--- src/rtl/joinCellPkg.sv ---
package joinCellPkg;
  parameter int IDX_W = 8;

  typedef struct packed {
    logic             wrEn;
    logic [IDX_W-1:0] wrIdx;
    logic [IDX_W-1:0] cmpIdx;
    logic             clrMis;
    logic             chkPrefix;
    logic             chkLast;
  } joinStrobe_t;
endpackage

--- src/rtl/joinCtrl.sv ---
module joinCtrl import joinCellPkg::*; #(
  parameter int CAND_LEN = 4
) (
  input  logic        clk,
  input  logic        rst_n,
  input  logic        loadValid,
  input  logic        loadFirst,
  input  logic        strmValid,
  input  logic        strmFirst,
  input  logic        strmSuffix,
  input  logic        joinHit,
  input  logic        injAck,
  output joinStrobe_t strb,
  output logic        injReq
);
  localparam logic [IDX_W-1:0] LAST_POS = IDX_W'(CAND_LEN - 1);
  localparam logic [IDX_W-1:0] END_POS  = IDX_W'(CAND_LEN);

  logic [IDX_W-1:0] loadPtr, cmpPtr, loadPos, cmpPos;
  logic             itemValid, loadInRange, cmpInRange;

  always_comb begin
    loadPos     = loadFirst ? '0 : loadPtr;
    cmpPos      = strmFirst ? '0 : cmpPtr;
    itemValid   = strmValid & ~strmSuffix;
    loadInRange = loadValid && (loadPos < END_POS);
    cmpInRange  = itemValid && (cmpPos < END_POS);

    strb.wrEn      = loadInRange;
    strb.wrIdx     = loadPos;
    strb.cmpIdx    = cmpPos;
    strb.clrMis    = itemValid & strmFirst;
    strb.chkPrefix = itemValid && (cmpPos < LAST_POS);
    strb.chkLast   = itemValid && (cmpPos == LAST_POS);
  end

  always_ff @(posedge clk or negedge rst_n) begin
    if (!rst_n) begin
      loadPtr <= END_POS;
      cmpPtr  <= END_POS;
      injReq  <= 1'b0;
    end else begin
      if (loadInRange) loadPtr <= loadPos + 1'b1;
      if (cmpInRange)  cmpPtr  <= cmpPos + 1'b1;
      injReq <= joinHit | (injReq & ~injAck);
    end
  end
endmodule

--- src/rtl/joinDatapath.sv ---
module joinDatapath import joinCellPkg::*; #(
  parameter int ITEM_W   = 16,
  parameter int CAND_LEN = 4
) (
  input  logic              clk,
  input  logic              rst_n,
  input  joinStrobe_t       strb,
  input  logic [ITEM_W-1:0] loadData,
  input  logic [ITEM_W-1:0] strmData,
  output logic              joinHit,
  output logic [ITEM_W-1:0] lastItem
);
  logic [CAND_LEN-1:0][ITEM_W-1:0] candMem;
  logic [ITEM_W-1:0] cmpItem;
  logic              itemEq, itemGt, misFlag;

  always_ff @(posedge clk or negedge rst_n) begin
    if (!rst_n) begin
      candMem <= '0;
    end else begin
      for (int i = 0; i < CAND_LEN; i++) begin
        if (strb.wrEn && strb.wrIdx == IDX_W'(i)) candMem[i] <= loadData;
      end
    end
  end

  always_comb begin
    cmpItem = '0;
    for (int i = 0; i < CAND_LEN; i++) begin
      if (strb.cmpIdx == IDX_W'(i)) cmpItem = candMem[i];
    end
    itemEq = (cmpItem == strmData);
    itemGt = (cmpItem > strmData);
  end

  // Sticky prefix mismatch for the candidate currently passing
  always_ff @(posedge clk or negedge rst_n) begin
    if (!rst_n) begin
      misFlag <= 1'b0;
    end else if (strb.clrMis) begin
      misFlag <= strb.chkPrefix & ~itemEq;
    end else if (strb.chkPrefix & ~itemEq) begin
      misFlag <= 1'b1;
    end
  end

  assign joinHit  = strb.chkLast & ~misFlag & itemGt;
  assign lastItem = candMem[CAND_LEN-1];
endmodule

--- src/rtl/joinCell.sv ---
module joinCell import joinCellPkg::*; #(
  parameter int ITEM_W   = 16,
  parameter int CAND_LEN = 4
) (
  input  logic              clk,
  input  logic              rst_n,
  input  logic              loadValid,
  input  logic              loadFirst,
  input  logic [ITEM_W-1:0] loadData,
  input  logic              strmValid,
  input  logic              strmFirst,
  input  logic              strmSuffix,
  input  logic [ITEM_W-1:0] strmData,
  input  logic              injAck,
  output logic              injReq,
  output logic [ITEM_W-1:0] injData
);
  joinStrobe_t strb;
  logic        joinHit;

  joinCtrl #(.CAND_LEN(CAND_LEN)) u_ctrl (
    .clk(clk), .rst_n(rst_n),
    .loadValid(loadValid), .loadFirst(loadFirst),
    .strmValid(strmValid), .strmFirst(strmFirst), .strmSuffix(strmSuffix),
    .joinHit(joinHit), .injAck(injAck),
    .strb(strb), .injReq(injReq)
  );

  joinDatapath #(.ITEM_W(ITEM_W), .CAND_LEN(CAND_LEN)) u_dp (
    .clk(clk), .rst_n(rst_n), .strb(strb),
    .loadData(loadData), .strmData(strmData),
    .joinHit(joinHit), .lastItem(injData)
  );
endmodule

--- config.mk ---
export PLATFORM = sky130hd
export DESIGN_NAME = joinCell
export DESIGN_NICKNAME = d
export VERILOG_FILES = /design/src/rtl/joinCellPkg.sv /design/src/rtl/joinCtrl.sv /design/src/rtl/joinDatapath.sv /design/src/rtl/joinCell.sv
export SDC_FILE = /design/constraint.sdc
export NUM_CORES = 1
export LEC_CHECK = 0
export CORE_AREA = 2 2 97 99
export DETAILED_ROUTE_END_ITERATION = 10
export DIE_AREA = 0 0 99 101
export HOLD_SLACK_MARGIN = 0.05
export PLACE_DENSITY = 0.72
export SLEW_MARGIN = 20
export SYNTH_ARGS = -nofsm -noshare
export SYNTH_HDL_FRONTEND = slang
export SYNTH_HIERARCHICAL = 1
export SYNTH_SLANG_ARGS = --single-unit
--- constraint.sdc ---
create_clock -name clk -period 5.6 [get_ports clk]
set_clock_uncertainty 0.1 [all_clocks]
set_input_delay 0.84 -clock clk [delete_from_list [all_inputs] [get_ports clk]]
set_output_delay 0.84 -clock clk [all_outputs]
set_load 0.01 [all_outputs]
==> results of run 1 <==
==> cell type report <==
class	count	area (um2)	share of cell area
clock inverter	4	51.3	0.0101
sequential	82	2050	0.404
tap	111	139	0.0273
clock buffer	12	145	0.0285
timing repair buffer	60	592	0.116
inverter	23	86.3	0.0170
multi-input combinational	196	2020	0.397
==> Yosys cell counts (2+ instances only) <==
library cell,count,area share
nor2_1,6,0.0052
nor3_2,2,0.0046
and3_1,15,0.022
and2b_1,13,0.022
buf_6,2,0.0052
buf_4,17,0.029
o21ai_0,4,0.0046
nor4b_4,2,0.011
nand4_1,4,0.0058
dfstp_2,2,0.012
nand3_1,3,0.0035
nand4b_2,2,0.0069
dfrtp_1,80,0.46
a21oi_1,6,0.0069
nand2_1,6,0.0052
mux4_2,16,0.083
clkbuf_1,3,0.0026
buf_2,4,0.0046
nor4_1,3,0.0043
inv_1,23,0.020
mux2_1,2,0.0052
and2_1,9,0.013
mux2_2,64,0.17
ha_1,18,0.052
o22ai_1,2,0.0029
==> per-layer routing <==
| layer | share of wire | GRT usage | vias up |
|---|---|---|---|
| met5 | 0 | 0 | - |
| met4 | 0.013 | 0.0590 | 0 |
| met3 | 0.030 | 0.0388 | 9 |
| met2 | 0.47 | 0.290 | 41 |
| met1 | 0.49 | 0.262 | 1338 |
| li1 | - | - | 1258 |
==> power breakdown <==
| group | leakage [uW] | switching [uW] | internal [uW] |
|---|---|---|---|
| combinational | 0.00121 | 372 | 593 |
| clock | 0.0000966 | 209 | 219 |
| sequential | 0.000992 | 138 | 838 |
| total | 0.00230 | 719 | 1650 |
==> state kept, by name (all words and copies together) (netlist names) <==
name	flops
u_ctrl/loadPtr	8
u_ctrl/cmpPtr	8
u_dp/lastItem	16
u_dp/candMem	48
u_dp/misFlag	1
u_ctrl/injReq	1
==> critical path, cell delays in order <==
cell and delay, ns:
clkdlybuf4s50_1 0.55, nor2_2 0.73, buf_4 0.25, mux4_2 0.49
and3_1 0.19, ha_1 0.31, nand4_1 0.17, nor4_1 0.37
nand3b_1 0.16, a31oi_1 0.05, a21o_1 0.16
==> cell families (layout without fill, tap and decap cells) <==
logic type | after synthesis | count (layout) | synth area share
mux | 84 | 84 | 0.260
flops | 82 | 82 | 0.473
simple gates | 75 | 75 | 0.126
buf+inv | 50 | 99 | 0.0625
compound gates | 19 | 19 | 0.0279
fa+ha+maj | 18 | 18 | 0.0518
==> how the worst max path moves through the flow <==
stage,startpoint,to,depth (start not counted)
6_report,strmFirst,u_ctrl/injReq,11
4_1_cts,strmFirst,u_ctrl/injReq,11
3_3_place_gp,strmFirst,u_ctrl/injReq,11
2_1_floorplan,strmFirst,u_ctrl/injReq,11
3_5_place_dp,strmFirst,u_ctrl/injReq,11
5_1_grt,strmFirst,u_ctrl/injReq,11
==> stage by stage <==
stage                util  worst slack [ns]  cells  total power (uW)  hold WS (ns)
floorplan               -              2.05    328              1710         0.358
global route        0.567              1.13    488              2530         0.416
global placement    0.545              1.16    472              1920         0.377
CTS                 0.567              1.41    488              2390         0.401
finish              0.567              1.45    488              2370         0.395
detailed placement  0.545              1.03    472              1960         0.383
==> layout by cell type, fill, tap and decap left out, types with 2 or more instances in the layout <==
master           instances
o22ai_1                  2
nor2_1                   5
mux2_1                   2
mux2_2                  64
dfrtp_1                 80
nor3_2                   2
dfstp_2                  2
nand3_1                  3
inv_1                   23
a21oi_1                  6
nor4_1                   3
and2b_1                 13
buf_4                    4
nand4b_2                 2
mux4_2                  16
ha_1                    18
nor4b_4                  2
and3_1                  15
o21ai_0                  4
and2_1                   9
nand2_1                  6
nand4_1                  4
clkbuf_8                10
clkdlybuf4s50_1         55
clkbuf_1                 2
==> impl_metrics.env, run 1 <==
export IMPL_status="finished clean"
export IMPL_synth_edf_count=0
export IMPL_setup_tns_ns=0
export IMPL_die_h_um=101
export IMPL_worstHoldPathCells=2
export IMPL_peakVddDrop_mv=0.215
export IMPL_power_density_nw_per_um2=465
export IMPL_fin_crit_sh=0.741
export IMPL_drv_slew=0
export IMPL_syn_to_final_growth_pct=17.1
export IMPL_setup_viol=0
export IMPL_drtIter0Drc=85
export IMPL_synth_warnings=6
export IMPL_syn_area_um2=4350
export IMPL_worstRegToRegCells=11
export IMPL_syn_inst=328
export IMPL_cts_hold_buf=0
export IMPL_rsz0062_at_grt="false"
export IMPL_dieWidth_um=99
export IMPL_cp_arrival_ns=4.29
export IMPL_wl_per_cell_um=17.3
export IMPL_tightest_slew_ns=0.885
export IMPL_hpwlAfterDp_um=5950
export IMPL_hold_end="u_ctrl/cmpPtr[2]"
export IMPL_endpoint_kind="register"
export IMPL_yosysUniqueCellTypes=45
export IMPL_finalHoldViolations=0
export IMPL_initial_core_util=0.484
export IMPL_gp_congestion=0.795
export IMPL_async_reset_ff_frac=1.00
export IMPL_first_global_vias=2856
export IMPL_ioPinCount=57
export IMPL_numCtsBuffers=9
export IMPL_fin_area_um2=5090
export IMPL_reg2reg_to="u_ctrl/injReq"
export IMPL_fill_cells=760
export IMPL_hold_start="u_ctrl/cmpPtr[2]"
export IMPL_placed_area_um2=4890
export IMPL_synth_flop_cell="dfrtp_1"
export IMPL_dieArea_um2=10000
export IMPL_port_buffers=56
export IMPL_num_nets_final=430
export IMPL_rows=35
export IMPL_h_tree_depth=3
export IMPL_grt_pass1_wl_um=14400
export IMPL_tritoncts="yes"
export IMPL_viasPerCell=5.42
export IMPL_antenna_found_initial=0
export IMPL_drt_first_pass_iters=4
export IMPL_remaining_drc_errors=0
export IMPL_cp_max_fo=11
export IMPL_grt_max_degree=83
export IMPL_worstSkewPairLatency_ns=0.35
export IMPL_cts_num_sinks=82
export IMPL_grt_usage=0.186
export IMPL_ys_seq_area_frac=0.473
export IMPL_required_ns=5.74
export IMPL_r2r_start="u_ctrl/cmpPtr[0]"
export IMPL_critPathKind="input port to register"
export IMPL_synth_seq_cells=82
export IMPL_hp_class="register to register"
export IMPL_cp_start_kind="input port"
export IMPL_p_leak_uw=0.00230
export IMPL_timing_fmax_mhz=241
export IMPL_clockRootBuffer="clkbuf_8"
export IMPL_grt_overflow=0
export IMPL_cts_resized=0
export IMPL_avgSynthCellArea_um2=13.3
export IMPL_vias=2646
export IMPL_ant_nets=0
export IMPL_syn_nets=386
export IMPL_cap_viol_max_count=0
export IMPL_coreArea_um2=8980
export IMPL_drt_wl_total_um=8460
export IMPL_postCtsSetupBuffers=0
export IMPL_finalCriticalPeriod_ns=4.15
export IMPL_cts_buffer_depth=2
export IMPL_relSlewSlack=0.408
export IMPL_clk_pin_slew_ns=0.08
export IMPL_antennaDiodeCount=0
export IMPL_r2r_slack_ns=2.19
export IMPL_drive_above_1_share=0.310
Power figures use the tool's default switching activity.
==> run 2: changes to the inputs <==
==> constraint.sdc (replaced) <==
create_clock -name clk -period 3.9 [get_ports clk]
set_clock_uncertainty 0.1 [all_clocks]
set_input_delay 0.585 -clock clk [delete_from_list [all_inputs] [get_ports clk]]
set_output_delay 0.585 -clock clk [all_outputs]
set_load 0.01 [all_outputs]
==> run 2 against run 1 <==
Compared with the run above:
- clock-buffer cell count increased by 2
- design area increased by 1.1%
- largest cell class unchanged
- non-clock buffer count increased by 7
- via count increased by 2.0%
- combinational power increased by 45%
==> impl_metrics.env, run 2 (same netlist as run 1, synthesis figures left out) <==
export IMPL_status="finished clean"
export IMPL_viasPerCell=5.45
export IMPL_remaining_drc_errors=0
export IMPL_crit_chain="clkdlybuf4s50_1 -> nor2_2 -> buf_4 -> mux4_2 -> and3_1 -> ha_1 -> nand4_1 -> nor4_1 -> nand3b_1 -> a31oi_1 -> a21o_1"
export IMPL_hp_class="input port to async pin"
export IMPL_coreArea_um2=8980
export IMPL_h_tree_depth=3
export IMPL_rows=35
export IMPL_cap_viol_max_count=0
export IMPL_pwr_share_clk=0.182
export IMPL_setup_tns_ns=0
export IMPL_endpoint_kind="register"
export IMPL_antennaDiodeCount=0
export IMPL_antenna_found_initial=0
export IMPL_p_int_uw=2390
export IMPL_critical_path_top_delay_family="simple AND/OR/NAND/NOR gates"
export IMPL_clockRootBuffer="clkbuf_8"
export IMPL_wl_per_cell_um=17.3
export IMPL_critPathKind="input port to register"
export IMPL_largest_register_ffs=48
export IMPL_finalHoldViolations=0
export IMPL_comb_power_share=0.407
export IMPL_num_nets_final=437
export IMPL_required_ns=4.04
export IMPL_whs_ns=0.174
export IMPL_seqPwrFrac=0.410
export IMPL_rsz0062_at_grt="false"
export IMPL_ant_nets=0
export IMPL_vias=2698
export IMPL_relSlewSlack=0.515
export IMPL_worstSkewPairLatency_ns=0.35
export IMPL_dieWidth_um=99
export IMPL_grt_pass1_wl_um=14200
export IMPL_critPathBufInv=2
export IMPL_setup_viol=0
export IMPL_grt_max_degree=83
export IMPL_largest_register="u_dp/candMem"
export IMPL_peakVddDrop_mv=0.417
export IMPL_cts_buffer_depth=2
export IMPL_grt_usage=0.184
export IMPL_cp_max_fo=11
export IMPL_drive_above_1_share=0.320
export IMPL_fill_cells=746
export IMPL_hpwlAfterDp_um=6030
export IMPL_final_cell_mix="80 x dfrtp_1, 64 x mux2_2, 55 x clkdlybuf4s50_1"
export IMPL_cts_resized=0
export IMPL_port_buffers=56
export IMPL_gp_congestion=0.767
export IMPL_p_sw_frac=0.302
export IMPL_timing_fmax_mhz=301
export IMPL_p_sw_uw=1040
export IMPL_postCtsSetupBuffers=0
export IMPL_cts_num_sinks=82
export IMPL_syn_to_final_growth_pct=18.4
export IMPL_drt_first_pass_iters=4
export IMPL_numCtsBuffers=9
export IMPL_cp_arrival_ns=3.47
export IMPL_initial_core_util=0.484
export IMPL_fin_crit_sh=0.852
export IMPL_drv_slew=0
export IMPL_ioPinCount=57
export IMPL_die_h_um=101
export IMPL_power_density_nw_per_um2=666
export IMPL_first_global_vias=2847
export IMPL_drt_wl_total_um=8570
export IMPL_final_common_cell="dfrtp_1"
export IMPL_dieArea_um2=10000
export IMPL_cts_hold_buf=0
export IMPL_max_stage_delay_ns=0.52
export IMPL_drtIter0Drc=102
export IMPL_cp_slowest_cell="mux4_2"
export IMPL_grt_overflow=0
export IMPL_tightest_slew_ns=0.727
export IMPL_tritoncts="yes"
export IMPL_clk_pin_slew_ns=0.08
export IMPL_finalCriticalPeriod_ns=3.32
export IMPL_cp_start_kind="input port"
export IMPL_p_leak_uw=0.00233
## run 2: cell types whose count changed in the layout (fill, tap and decap cells not counted), sizes merged
cell and change:
buf +7, clkbuf +2, clkinv -1, clkinvlp -1
## run 2: area by class of cell
class	count	area, um2	share of cell area
flip-flops and latches	82	2050	0.399
clock inverters	2	35.0	0.00681
multi-input cells	196	2020	0.393
well taps	111	139	0.0270
clock buffers	14	163	0.0316
repair buffers	67	644	0.125
inverters	23	86.3	0.0168
## run 2: power groups by stage
stage                     combinational [uW]  sequential (uW)  clock (uW)
after floorplan                         1110             1340           0
after CTS                               1410             1410         642
after global routing                    1530             1450         679
final                                   1400             1410         625
after global placement                  1340             1420           0
after detailed placement                1400             1420           0
## run 2: worst reg2reg max path: stages (launching register included)
cell	delay [ns]
dfrtp_1	0.33
inv_1	0.05
nor2_2	0.10
buf_4	0.25
mux4_2	0.53
and3_1	0.19
ha_1	0.31
nand4_1	0.17
nor4_1	0.45
nand3b_1	0.17
a31oi_1	0.05
a21o_1	0.17
## run 2: path summary, 6_finish.rpt
path / to / from / depth (start not counted) / slack (ns)
worst max-delay path: u_ctrl/injReq / strmFirst / 11 / 0.58
worst min-delay path: u_dp/lastItem[11] / rst_n / 1 / 0.17
worst max register to register: u_ctrl/injReq / u_ctrl/cmpPtr[0] / 11 / 0.93
worst min register to register: u_ctrl/loadPtr[1] / u_ctrl/loadPtr[1] / 1 / 0.40
max in group asynchronous: u_dp/candMem[0] / rst_n / 1 / 3.03
min in group clk: u_ctrl/loadPtr[1] / u_ctrl/loadPtr[1] / 1 / 0.40
## run 2: metrics by stage
step / utilization / std cells / cell area, um2 / total power, uW / worst slack (ns)
finish: 0.573 / 495 / 5140 / 3430 / 0.579
detailed placement: 0.551 / 479 / 4940 / 2830 / 0.316
floorplan: - / 328 / 4350 / 2450 / 0.609
CTS: 0.573 / 495 / 5140 / 3460 / 0.613
global route: 0.573 / 495 / 5140 / 3660 / 0.404
global placement: 0.551 / 479 / 4940 / 2770 / 0.404
## run 2: metal layers
metal	GRT usage	up-vias	wire, um
met2	0.302	52	4210
met1	0.247	1370	3910
met5	0	-	0
met4	0.0653	0	126
met3	0.0354	12	318
li1	-	1264	-
==> run 3: changes to the inputs <==
--- a/config.mk
+++ b/config.mk
@@ -5,6 +5,7 @@
 export SDC_FILE = /design/constraint.sdc
 export NUM_CORES = 1
 export LEC_CHECK = 0
+export CAP_MARGIN = 25
 export CORE_AREA = 2 2 97 99
 export DETAILED_ROUTE_END_ITERATION = 10
 export DIE_AREA = 0 0 99 101
==> constraint.sdc (replaced) <==
create_clock -name clk -period 4.3 [get_ports clk]
set_clock_uncertainty 0.1 [all_clocks]
set_input_delay 0.645 -clock clk [delete_from_list [all_inputs] [get_ports clk]]
set_output_delay 0.645 -clock clk [all_outputs]
set_load 0.01 [all_outputs]
==> run 3 against run 2 <==
Compared with the run above:
- register-to-register slack gained 0.54 ns
- sequential cell count is the same
- global-route usage down 0.15 points
- critical path type unchanged
- sequential share of layout area down 0.15 points
- design area up 0.39%
- combinational power fell by 11%
- cell count fell by 1.2%
- first-iteration DRC count shrank 5.9%
- hold slack gained 0.045 ns
- worst setup slack better by 0.34 ns
- wire length shrank 2.4%
- via count is 1.3% lower
- largest cell class unchanged
==> impl_metrics.env, run 3 (same netlist as run 1, synthesis figures left out) <==
export IMPL_power_density_nw_per_um2=621
export IMPL_remaining_drc_errors=0
export IMPL_dieWidth_um=99
export IMPL_rows=35
export IMPL_tightest_slew_ns=0.743
export IMPL_cts_num_sinks=82
export IMPL_finalHoldViolations=0
export IMPL_required_ns=4.45
export IMPL_vias=2663
export IMPL_ioPinCount=57
export IMPL_num_nets_final=431
export IMPL_grt_use_met1=0.253
export IMPL_ant_nets=0
export IMPL_die_h_um=101
export IMPL_setup_viol=0
export IMPL_cap_viol_max_count=0
export IMPL_antennaDiodeCount=0
export IMPL_worstSkewPairLatency_ns=0.35
export IMPL_r2r_start="u_ctrl/cmpPtr[0]"
export IMPL_first_global_vias=2822
export IMPL_clk_pin_slew_ns=0.08
export IMPL_cp_max_fo=18
export IMPL_setup_tns_ns=0
export IMPL_startpoint="strmFirst"
export IMPL_top_usage_layer="met2"
export IMPL_reg2reg_to="u_ctrl/injReq"
export IMPL_cts_buffer_depth=2
export IMPL_peakVddDrop_mv=0.300
export IMPL_dieArea_um2=10000
export IMPL_viasPerCell=5.45
export IMPL_cts_resized=0
export IMPL_drive_above_1_share=0.317
export IMPL_cts_hold_buf=0
export IMPL_timing_fmax_mhz=296
export IMPL_drt_wl_total_um=8360
export IMPL_h_tree_depth=3
export IMPL_largest_register="u_dp/candMem"
export IMPL_worstRegToRegCells=11
export IMPL_grt_max_degree=83
export IMPL_hpwlAfterDp_um=5850
export IMPL_grt_use_met3=0.0277
export IMPL_postCtsSetupBuffers=0
export IMPL_grt_pass1_wl_um=14200
export IMPL_grt_met2_usage=0.292
export IMPL_fin_area_um2=5160
export IMPL_hp_class="input port to async pin"
export IMPL_grt_overflow=0
export IMPL_final_cell_mix="80 x dfrtp_1, 64 x mux2_2, 55 x clkdlybuf4s50_1"
export IMPL_tritoncts="yes"
export IMPL_largest_register_ffs=48
export IMPL_cp_start_kind="input port"
export IMPL_fill_cells=729
export IMPL_endpoint_kind="register"
export IMPL_crit_end="u_ctrl/injReq"
export IMPL_placed_area_um2=4910
export IMPL_critPathKind="input port to register"
export IMPL_wl_per_cell_um=17.1
export IMPL_coreArea_um2=8980
export IMPL_cp_arrival_ns=3.53
export IMPL_grt_usage=0.183
export IMPL_port_buffers=56
export IMPL_relSlewSlack=0.505
export IMPL_finalCriticalPeriod_ns=3.38
export IMPL_final_common_cell="dfrtp_1"
export IMPL_drtIter0Drc=96
export IMPL_r2r_slack_ns=1.47
export IMPL_initial_core_util=0.484
export IMPL_p_leak_uw=0.00234
export IMPL_fin_crit_sh=0.786
export IMPL_status="finished clean"
export IMPL_drt_first_pass_iters=4
export IMPL_rsz0062_at_grt="false"
export IMPL_numCtsBuffers=9
export IMPL_antenna_found_initial=0
export IMPL_drv_slew=0
export IMPL_gp_congestion=0.738
export IMPL_clockRootBuffer="clkbuf_8"
export IMPL_syn_to_final_growth_pct=18.8
-- run 3: changes by cell type in the layout (fill, tap and decap cells not counted), sizes merged --
cell	previous run	this run
buf	12	6
clkbuf	14	10
bufinv	1	3
clkinv	1	2
inv	23	24
-- run 3: critical path, cell delays in order --
cell and delay, ns:
clkdlybuf4s50_1 0.55, nor2_2 0.21, buf_12 0.20, mux4_2 0.50, and3_1 0.19, ha_1 0.30, nand4_1 0.17, nor4_1 0.38
nand3b_1 0.16, a31oi_1 0.05, a21o_1 0.15
-- run 3: worst min path at each step --
stage	startpoint	end	slack (ns)	cells past startpoint
after floorplan	rst_n	u_ctrl/cmpPtr[0]	0.25	0
final	rst_n	u_dp/lastItem[13]	0.22	1
after global placement	u_ctrl/loadPtr[1]	u_ctrl/loadPtr[1]	0.37	1
after global routing	rst_n	u_dp/lastItem[13]	0.28	1
after CTS	u_ctrl/cmpPtr[2]	u_ctrl/cmpPtr[2]	0.40	2
after detailed placement	u_ctrl/loadPtr[1]	u_ctrl/loadPtr[1]	0.39	1
-- run 3: layout make-up --
cell class,count,area [um2],share of cell area
Clock buffer,10,138,0.0266
Sequential cell,82,2050,0.398
Multi-Input combinational cell,196,2020,0.392
Clock inverter,6,113,0.0218
Timing Repair Buffer,61,612,0.118
Inverter,23,86.3,0.0167
Tap cell,111,139,0.0269
-- run 3: power by group --
| part | internal, uW | switching (uW) |
|---|---|---|
| registers | 1090 | 183 |
| logic | 774 | 480 |
| clock network | 404 | 278 |
-- run 3: per-layer routing --
layer | up-vias | routed length (um)
li1 | 1256 | -
met1 | 1341 | 3930
met2 | 55 | 3950
met3 | 11 | 338
met4 | 0 | 144
met5 | - | 0
-- run 3: stage by stage --
stage	util	cells	setup slack, ns	hold slack, ns	power [uW]
after floorplan	-	328	0.949	0.249	2220
after global placement	0.547	473	0.626	0.373	2500
after detailed placement	0.547	473	0.545	0.386	2560
after CTS	0.575	489	0.929	0.399	3250
after global routing	0.575	489	0.682	0.283	3440
final	0.575	489	0.919	0.219	3210
